===== config.mk =====
export PLATFORM = sky130hd
export DESIGN_NAME = pll_cfg_ctrl
export DESIGN_NICKNAME = d
export VERILOG_FILES = /design/src/rtl/pll_cfg_pkg.sv /design/src/rtl/bit_sync.sv /design/src/rtl/div_regs.sv /design/src/rtl/cfg_select.sv /design/src/rtl/pulse_gen.sv /design/src/rtl/pll_cfg_ctrl.sv
export SDC_FILE = /design/constraint.sdc
export NUM_CORES = 1
export LEC_CHECK = 0
export ABC_AREA = 1
export BUFFER_PORTS_ARGS = -buffer_cell sky130_fd_sc_hd__buf_4
export CORE_MARGIN = 4
export CORE_UTILIZATION = 52
export CTS_BUF_LIST = sky130_fd_sc_hd__clkbuf_8 sky130_fd_sc_hd__clkbuf_16
export CTS_CLUSTER_SIZE = 40
export DETAILED_ROUTE_END_ITERATION = 8
export GPL_TIMING_DRIVEN = 0
export HOLD_SLACK_MARGIN = 0.12
export PLACE_DENSITY = 0.78
export SLEW_MARGIN = 20
export SYNTH_ARGS = -nofsm -noshare
export SYNTH_HDL_FRONTEND = slang
export SYNTH_SLANG_ARGS = --single-unit

===== constraint.sdc =====
create_clock -name clk -period 1.59 [get_ports clk]
set_clock_uncertainty 0.1 [all_clocks]
set_input_delay 0.2385 -clock clk [delete_from_list [all_inputs] [get_ports clk]]
set_output_delay 0.2385 -clock clk [all_outputs]
set_load 0.005 [all_outputs]

===== src/rtl/pll_cfg_pkg.sv =====
package pll_cfg_pkg;

    localparam int N_W      = 6;
    localparam int M_W      = 5;
    localparam int STRAP_W  = N_W + M_W;
    localparam int N_FIXED  = 33;
    localparam int M_FIXED  = 0;

    typedef struct packed {
        logic [M_W-1:0] m;
        logic [N_W-1:0] n;
    } div_cfg_t;

    typedef enum logic [1:0] {
        SRC_FIXED = 2'd0,
        SRC_REGS  = 2'd1,
        SRC_STRAP = 2'd2
    } cfg_src_t;

    function automatic div_cfg_t fixed_cfg();
        div_cfg_t c;
        c.n = N_W'(N_FIXED);
        c.m = M_W'(M_FIXED);
        return c;
    endfunction

    function automatic div_cfg_t strap_decode(input logic [STRAP_W-1:0] s);
        div_cfg_t c;
        c.n = s[N_W-1:0];
        c.m = s[STRAP_W-1:N_W];
        return c;
    endfunction

    function automatic cfg_src_t pick_source(input logic [1:0] mode, input logic var_en);
        cfg_src_t r;
        if (!var_en)
            r = SRC_FIXED;
        else if (mode[1])
            r = SRC_STRAP;
        else
            r = SRC_REGS;
        return r;
    endfunction

endpackage


===== src/rtl/bit_sync.sv =====
module bit_sync #(
    parameter int W      = 1,
    parameter int STAGES = 2
) (
    input  logic         clk,
    input  logic [W-1:0] d,
    output logic [W-1:0] q
);
    logic [W-1:0] stg [STAGES];

    always_ff @(posedge clk) begin
        stg[0] <= d;
    end

    generate
        for (genvar s = 1; s < STAGES; s++) begin : g_stage
            always_ff @(posedge clk) begin
                stg[s] <= stg[s-1];
            end
        end
    endgenerate

    assign q = stg[STAGES-1];
endmodule


===== src/rtl/div_regs.sv =====
module div_regs
    import pll_cfg_pkg::*;
(
    input  logic           clk,
    input  logic           rst,
    input  logic           accept,
    input  logic           wr_n,
    input  logic [N_W-1:0] n_data,
    input  logic           wr_m,
    input  logic [M_W-1:0] m_data,
    output div_cfg_t       cfg
);
    div_cfg_t held;

    always_ff @(posedge clk) begin
        if (rst) begin
            held <= fixed_cfg();
        end else if (accept) begin
            if (wr_n) held.n <= n_data;
            if (wr_m) held.m <= m_data;
        end
    end

    assign cfg = held;
endmodule


===== src/rtl/cfg_select.sv =====
module cfg_select
    import pll_cfg_pkg::*;
(
    input  logic     clk,
    input  cfg_src_t src,
    input  div_cfg_t reg_cfg,
    input  div_cfg_t strap_cfg,
    output div_cfg_t eff_cfg,
    output logic     changed
);
    div_cfg_t next_cfg;
    div_cfg_t eff_q;

    always_comb begin
        unique case (src)
            SRC_REGS:  next_cfg = reg_cfg;
            SRC_STRAP: next_cfg = strap_cfg;
            default:   next_cfg = fixed_cfg();
        endcase
    end

    // Tracks also during reset so the configuration at release is the initial one.
    always_ff @(posedge clk) begin
        eff_q <= next_cfg;
    end

    assign changed = (next_cfg != eff_q);
    assign eff_cfg = eff_q;
endmodule


===== src/rtl/pulse_gen.sv =====
module pulse_gen #(
    parameter int LEN = 4
) (
    input  logic clk,
    input  logic rst,
    input  logic trig,
    output logic pulse
);
    localparam int CW = $clog2(LEN + 1);
    localparam logic [CW-1:0] LOAD = CW'(LEN);

    logic [CW-1:0] cnt;

    always_ff @(posedge clk) begin
        if (rst || trig)
            cnt <= LOAD;
        else if (cnt != '0)
            cnt <= cnt - 1'b1;
    end

    assign pulse = (cnt != '0);
endmodule


===== src/rtl/pll_cfg_ctrl.sv =====
module pll_cfg_ctrl
    import pll_cfg_pkg::*;
#(
    parameter int NUM_CH      = 8,
    parameter int PULSE_LEN   = 4,
    parameter int SYNC_STAGES = 2
) (
    input  logic               clk,
    input  logic               rst,
    input  logic [1:0]         if_mode,
    input  logic               var_freq_en,
    input  logic               wr_div_n,
    input  logic [N_W-1:0]     wr_div_n_data,
    input  logic               wr_div_m,
    input  logic [M_W-1:0]     wr_div_m_data,
    input  logic [STRAP_W-1:0] strap,
    input  logic [NUM_CH-1:0]  line_t1,
    output logic [N_W-1:0]     div_n,
    output logic [M_W-1:0]     div_m,
    output logic               pll_rst,
    output logic               clk_unit_rst
);
    cfg_src_t           src;
    div_cfg_t           reg_cfg;
    div_cfg_t           strap_cfg;
    div_cfg_t           eff_cfg;
    logic [STRAP_W-1:0] strap_s;
    logic               cfg_changed;
    logic [NUM_CH-1:0]  line_q;
    logic [NUM_CH-1:0]  line_flip;
    logic               line_changed;

    assign src = pick_source(if_mode, var_freq_en);

    bit_sync #(.W(STRAP_W), .STAGES(SYNC_STAGES)) u_strap_sync (
        .clk (clk),
        .d   (strap),
        .q   (strap_s)
    );

    assign strap_cfg = strap_decode(strap_s);

    div_regs u_regs (
        .clk    (clk),
        .rst    (rst),
        .accept (src == SRC_REGS),
        .wr_n   (wr_div_n),
        .n_data (wr_div_n_data),
        .wr_m   (wr_div_m),
        .m_data (wr_div_m_data),
        .cfg    (reg_cfg)
    );

    cfg_select u_sel (
        .clk       (clk),
        .src       (src),
        .reg_cfg   (reg_cfg),
        .strap_cfg (strap_cfg),
        .eff_cfg   (eff_cfg),
        .changed   (cfg_changed)
    );

    generate
        for (genvar ch = 0; ch < NUM_CH; ch++) begin : g_line
            always_ff @(posedge clk) begin
                line_q[ch] <= line_t1[ch];
            end
            assign line_flip[ch] = line_q[ch] ^ line_t1[ch];
        end
    endgenerate

    assign line_changed = |line_flip;

    pulse_gen #(.LEN(PULSE_LEN)) u_pll_pulse (
        .clk   (clk),
        .rst   (rst),
        .trig  (cfg_changed),
        .pulse (pll_rst)
    );

    pulse_gen #(.LEN(PULSE_LEN)) u_cu_pulse (
        .clk   (clk),
        .rst   (rst),
        .trig  (cfg_changed | line_changed),
        .pulse (clk_unit_rst)
    );

    assign div_n = eff_cfg.n;
    assign div_m = eff_cfg.m;
endmodule


# --- Word level (Yosys, flattened, before mapping) ---
# Memory sizes are Yosys's and may differ from the RTL's.
# Index checks and enable logic that the tools add are counted.
classes:
  addsub: 2
  eq_ne: 3
  n_mux: 3
  bitwise: 9
  n_reduce_logical: 7
op_table:
  columns: ["operator", "count"]
  rows:
  - ["one-hot mux 11 bit (2 select lines)", 1]
  - ["!= test 11 bit", 1]
  - ["OR reduction 8 bit", 1]
  - ["bitwise XOR 1 bit", 8]
  - ["nonzero test 3 bit", 2]
  - ["subtractor 3 x 1 -> 3 bit (second input constant)", 2]
  - ["two-way mux 2 bit", 2]
  - ["AND reduction 2 bit", 2]
  - ["== test 2 x 1 -> 1 bit (second input constant)", 1]
  - ["== test 2 bit (second input constant)", 1]
  - ["logical OR 1 bit", 2]
  - ["OR 1 bit", 1]
word_totals:
  regBits: 36
  mem_bits_rw: 22
  inputBits: 37
  output_inout_bits: 13
  n_memories: 1
memory_table:
  columns: ["memory", "depth", "word_bits", "read_ports", "rd_clocked_by_memory_dff", "wr", "line", "text"]
  rows:
  - ["u_strap_sync.stg", 2, 11, 2, 0, 2, "bit_sync.sv:9", "logic [W-1:0] stg [STAGES];"]

# --- Logic depth before layout (Yosys ltp) ---
logic_depth:
  depth_word: 7
  depth_mapped: 12
  ltp_nobuf: 11

# --- Hierarchy ---
# A second synthesis with hierarchy kept.
hier_totals:
  hier_cells: 317
  hier_area_um2: 2351.0
modules_own_cells:
  columns: ["mod", "n_inst", "cells_each", "area_each_um2", "seq_area_each_um2"]
  rows:
  - ["cfg_select", 1, 121, 719.4, 220.2]
  - ["bit_sync", 1, 33, 523.0, 440.4]
  - ["div_regs", 1, 66, 446.7, 220.2]
  - ["pulse_gen", 2, 24, 166.4, 60.1]
  - ["pll_cfg_ctrl", 1, 49, 329.1, 160.2]

# --- Least setup slack after synthesis ---
# No wires, ideal clock.
synth_path:
  kind: "input-to-reg"
  start: "input var_freq_en"
  end: "register u_cu_pulse.cnt[0]"
  t_arrival_ns: 1.154
  t_required_ns: 1.426
  slack_ns: 0.272
  path_stages: 11
  path_cell_list: "buf_6 > buf_12 > nand3_1 > nand2_2 > nand2_1 > nand2_1 > nor2_1 > nand2_1 > nor2_2 > nand3_2 > nor2_1"
synth_rtl:
  columns: ["element", "line", "text"]
  rows:
  - ["start, declared", "pll_cfg_ctrl.sv:11", "input logic var_freq_en,"]
  - ["end signal, assigned", "pulse_gen.sv:18", "cnt <= cnt - 1'b1;"]
  - ["end, declared", "pulse_gen.sv:12", "logic [CW-1:0] cnt;"]

==> flow_summary.ini <==
[run_status]
status = finished clean

[placed_design]
place_congestion = 0.764
io_buffers = 45
place_area_sq_um = 2500
detailed_place_hpwl_um = 2750
dp_cells = 325

[worst_setup_path]
critPathKind = primary input to flop
cpPeakStageDelay_ns = 0.56
cp_slowest_cell = dlygate4sd3_1
crit_fanout = 1
crit_top_cell = dlygate4sd3_1
required_ns = 1.69
path_cells = dlygate4sd3_1 > buf_4 > nand3_1 > dlygate4sd3_1 > a21oi_1
path_buf_inv = 3
cpLargestDelayFamily = buffers and inverters
arrival_ns = 1.63
end_kind = flop
worstSetupStartpointType = primary input

[global_routing]
first_global_vias = 1759
grt.overflow.total = 0
grt_pass1_wl_um = 7880
grt_max_degree = 11
antenna_found_initial = 0
track_usage_pct = 20.2

[clock_network]
cts.clk_slew.worst_paths_ns = 0.06
cts.htree.levels = 3
post_cts_buffers = 0
clock-sinks = 58
cts_buffer_depth = 2
clk_root_buffer_cell = clkbuf_8
cts_buffers = 9
cts_tree = yes
clock_latency_ns = 0.33

[job]
max_cap_violations = 0

[pwr]
cellLeakagePower_uw = 0.00143
seq_power_share_pct = 46.3
power_frac_comb_pct = 10.3
p_clk_share_pct = 43.4
switching_power_uw = 708
p_int_uw = 2640
power_density_nw_per_um2 = 1090
p_sw_share_pct = 21.1
ir_worst_vdd_v = 0.000946

[floorplan]
die-area_sq_um = 5120
die_h_um = 71.5
io_pins = 50
die_w_um = 71.5
core_sq_um = 3770
start_util_pct = 55.7
row_count = 22

[logic_synthesis]
syn_avg_cell_area_sq_um = 9.05
synth_cells = 232
yosysUniqueCellTypes = 24
yosys.area.top_type = dfxtp_1
ys_seq_area_share_pct = 55.3
synth_warnings = 0
synth_edf_count = 0
synth_nets = 273
async_flop_share_pct = 0
syn_area_sq_um = 2100
synthFlopType = dfxtp_1
yosysTopAreaCellShare_pct = 55.3
yosysMostFrequentCell = dfxtp_1
synthTopCellsByArea = dfxtp_1, nand2_1, nand3_1, inv_1, xnor2_1
synth_seq_cells = 58
synth_common_cells = dfxtp_1, nand2_1, nand3_1

[timing]
fin_crit_ns = 1.54
setup-violations-final = 0
hold_violations = 0
rsz0062_at_grt = no
fmax_mhz = 650
tightestPinTransition_ns = 0.484
slew_viol_final = 0
max-slew-margin-rel_pct = 67.7
tns_ns = 0
hold_slack_ns = 0.136
post-route-period-util_pct = 96.8

[detailed_routing]
first_iter_violations = 56
vias = 1769
dr.pass1.iters = 4
vias_per_cell = 4.72
drc_errors = 0
finalWirelength_um = 4690
routedWlPerCell_um = 12.5
ant_nets = 0

[final_layout]
area_growth_pct = 46.5
antenna_cells = 0
final_area_sq_um = 3080
post-route-util_pct = 81.6
nFillCells = 226
fin_cells = 375
final_layout_size_suffix_gt1_share_pct = 25.4
nets = 364

[min_path]
hold_path_class = primary input to flop
==> power groups by stage <==
stage / Sequential [uW] / Clock [uW] / Combinational [uW]
6_report: 1550 / 1460 / 345
2_1_floorplan: 1580 / 0 / 152
4_1_cts: 1550 / 1480 / 333
5_1_grt: 1560 / 1540 / 381
3_5_place_dp: 1580 / 0 / 268
3_3_place_gp: 1580 / 0 / 263
==> placed cells by master (no fill, tap or decap), drive strengths merged <==
cell type    count
ha               4
bufinv           1
inv             25
buf             48
a21oi           11
clkbuf          15
xnor2            8
mux2i            2
and2             1
nand4            3
nand3           29
o21ai            1
nand3b           3
nor2            13
dlygate4sd3     35
nand2           65
o211ai           2
dfxtp           58
xor2             3
==> worst paths after layout <==
check        slack [ns]                   start  cells past startpoint                       to
max                0.05        wr_div_m_data[3]                      5            u_regs.cfg[9]
min                0.14              if_mode[1]                      3         u_sel.eff_cfg[7]
min reg2reg        0.23  u_strap_sync.stg[0][5]                      0  u_strap_sync.stg[0][16]
max reg2reg        0.24           u_regs.cfg[6]                      8        u_cu_pulse.cnt[0]
==> cell type report <==
| class | count | area (sq um) | share of cell area (%) |
|---|---|---|---|
| Sequential cell | 58 | 1160 | 37.8 |
| Inverter | 25 | 106 | 3.46 |
| Multi-Input combinational cell | 145 | 791 | 25.7 |
| Buffer | 4 | 46.3 | 1.51 |
| Clock buffer | 14 | 193 | 6.27 |
| Timing Repair Buffer | 80 | 688 | 22.4 |
| Clock inverter | 1 | 30.0 | 0.976 |
| Tap cell | 48 | 60.1 | 1.95 |
==> cells by family (layout without fill, tap and decap cells) <==
logic type	count (synthesis)	count (layout)	synth area share, %
DFF	58	58	55.3
AOI/OAI and AO/OA	14	14	3.75
muxes	2	2	0.954
xor gates and xnor gates	11	11	4.59
and+or+nand+nor	114	114	25.7
buffers and inverters	29	124	7.27
adders and majority gates	4	4	2.38
==> worst register-to-register path, delay by kind of cell, from the launching register on <==
family	cells	cell delay (ns)
DFF	1	0.35
and+or+nand+nor	8	0.83
==> registers in the layout, indices dropped and copies added, names as in the netlist <==
| name | flops |
|---|---|
| u_cu_pulse.cnt | 3 |
| u_strap_sync.stg | 22 |
| u_pll_pulse.cnt | 3 |
| u_sel.eff_cfg | 11 |
| u_regs.cfg | 11 |
| line_q | 8 |
==> stage by stage <==
| stage | power (uW) | setup WS, ns |
|---|---|---|
| 6_report | 3350 | 0.0510 |
| 5_1_grt | 3480 | 0.00978 |
| 4_1_cts | 3360 | 0.0645 |
| 3_5_place_dp | 1850 | 0.100 |
| 3_3_place_gp | 1840 | 0.105 |
| 2_1_floorplan | 1730 | 0.272 |
==> timing repair <==
item,CTS,global route
hold buffers,35,0
hold endpoints to repair,30,0
gates resized for setup,0,2
setup endpoints to repair,0,2
==> routing by layer <==
layer | GRT usage, % | wire [um] | up-vias
met1 | 22.4 | 1890 | 786
met2 | 34.7 | 2440 | 54
met5 | 0 | 0 | -
li1 | - | - | 917
met4 | 10.0 | 109 | 0
met3 | 6.59 | 250 | 12
Note: power is estimated with default switching activity, not from simulation.
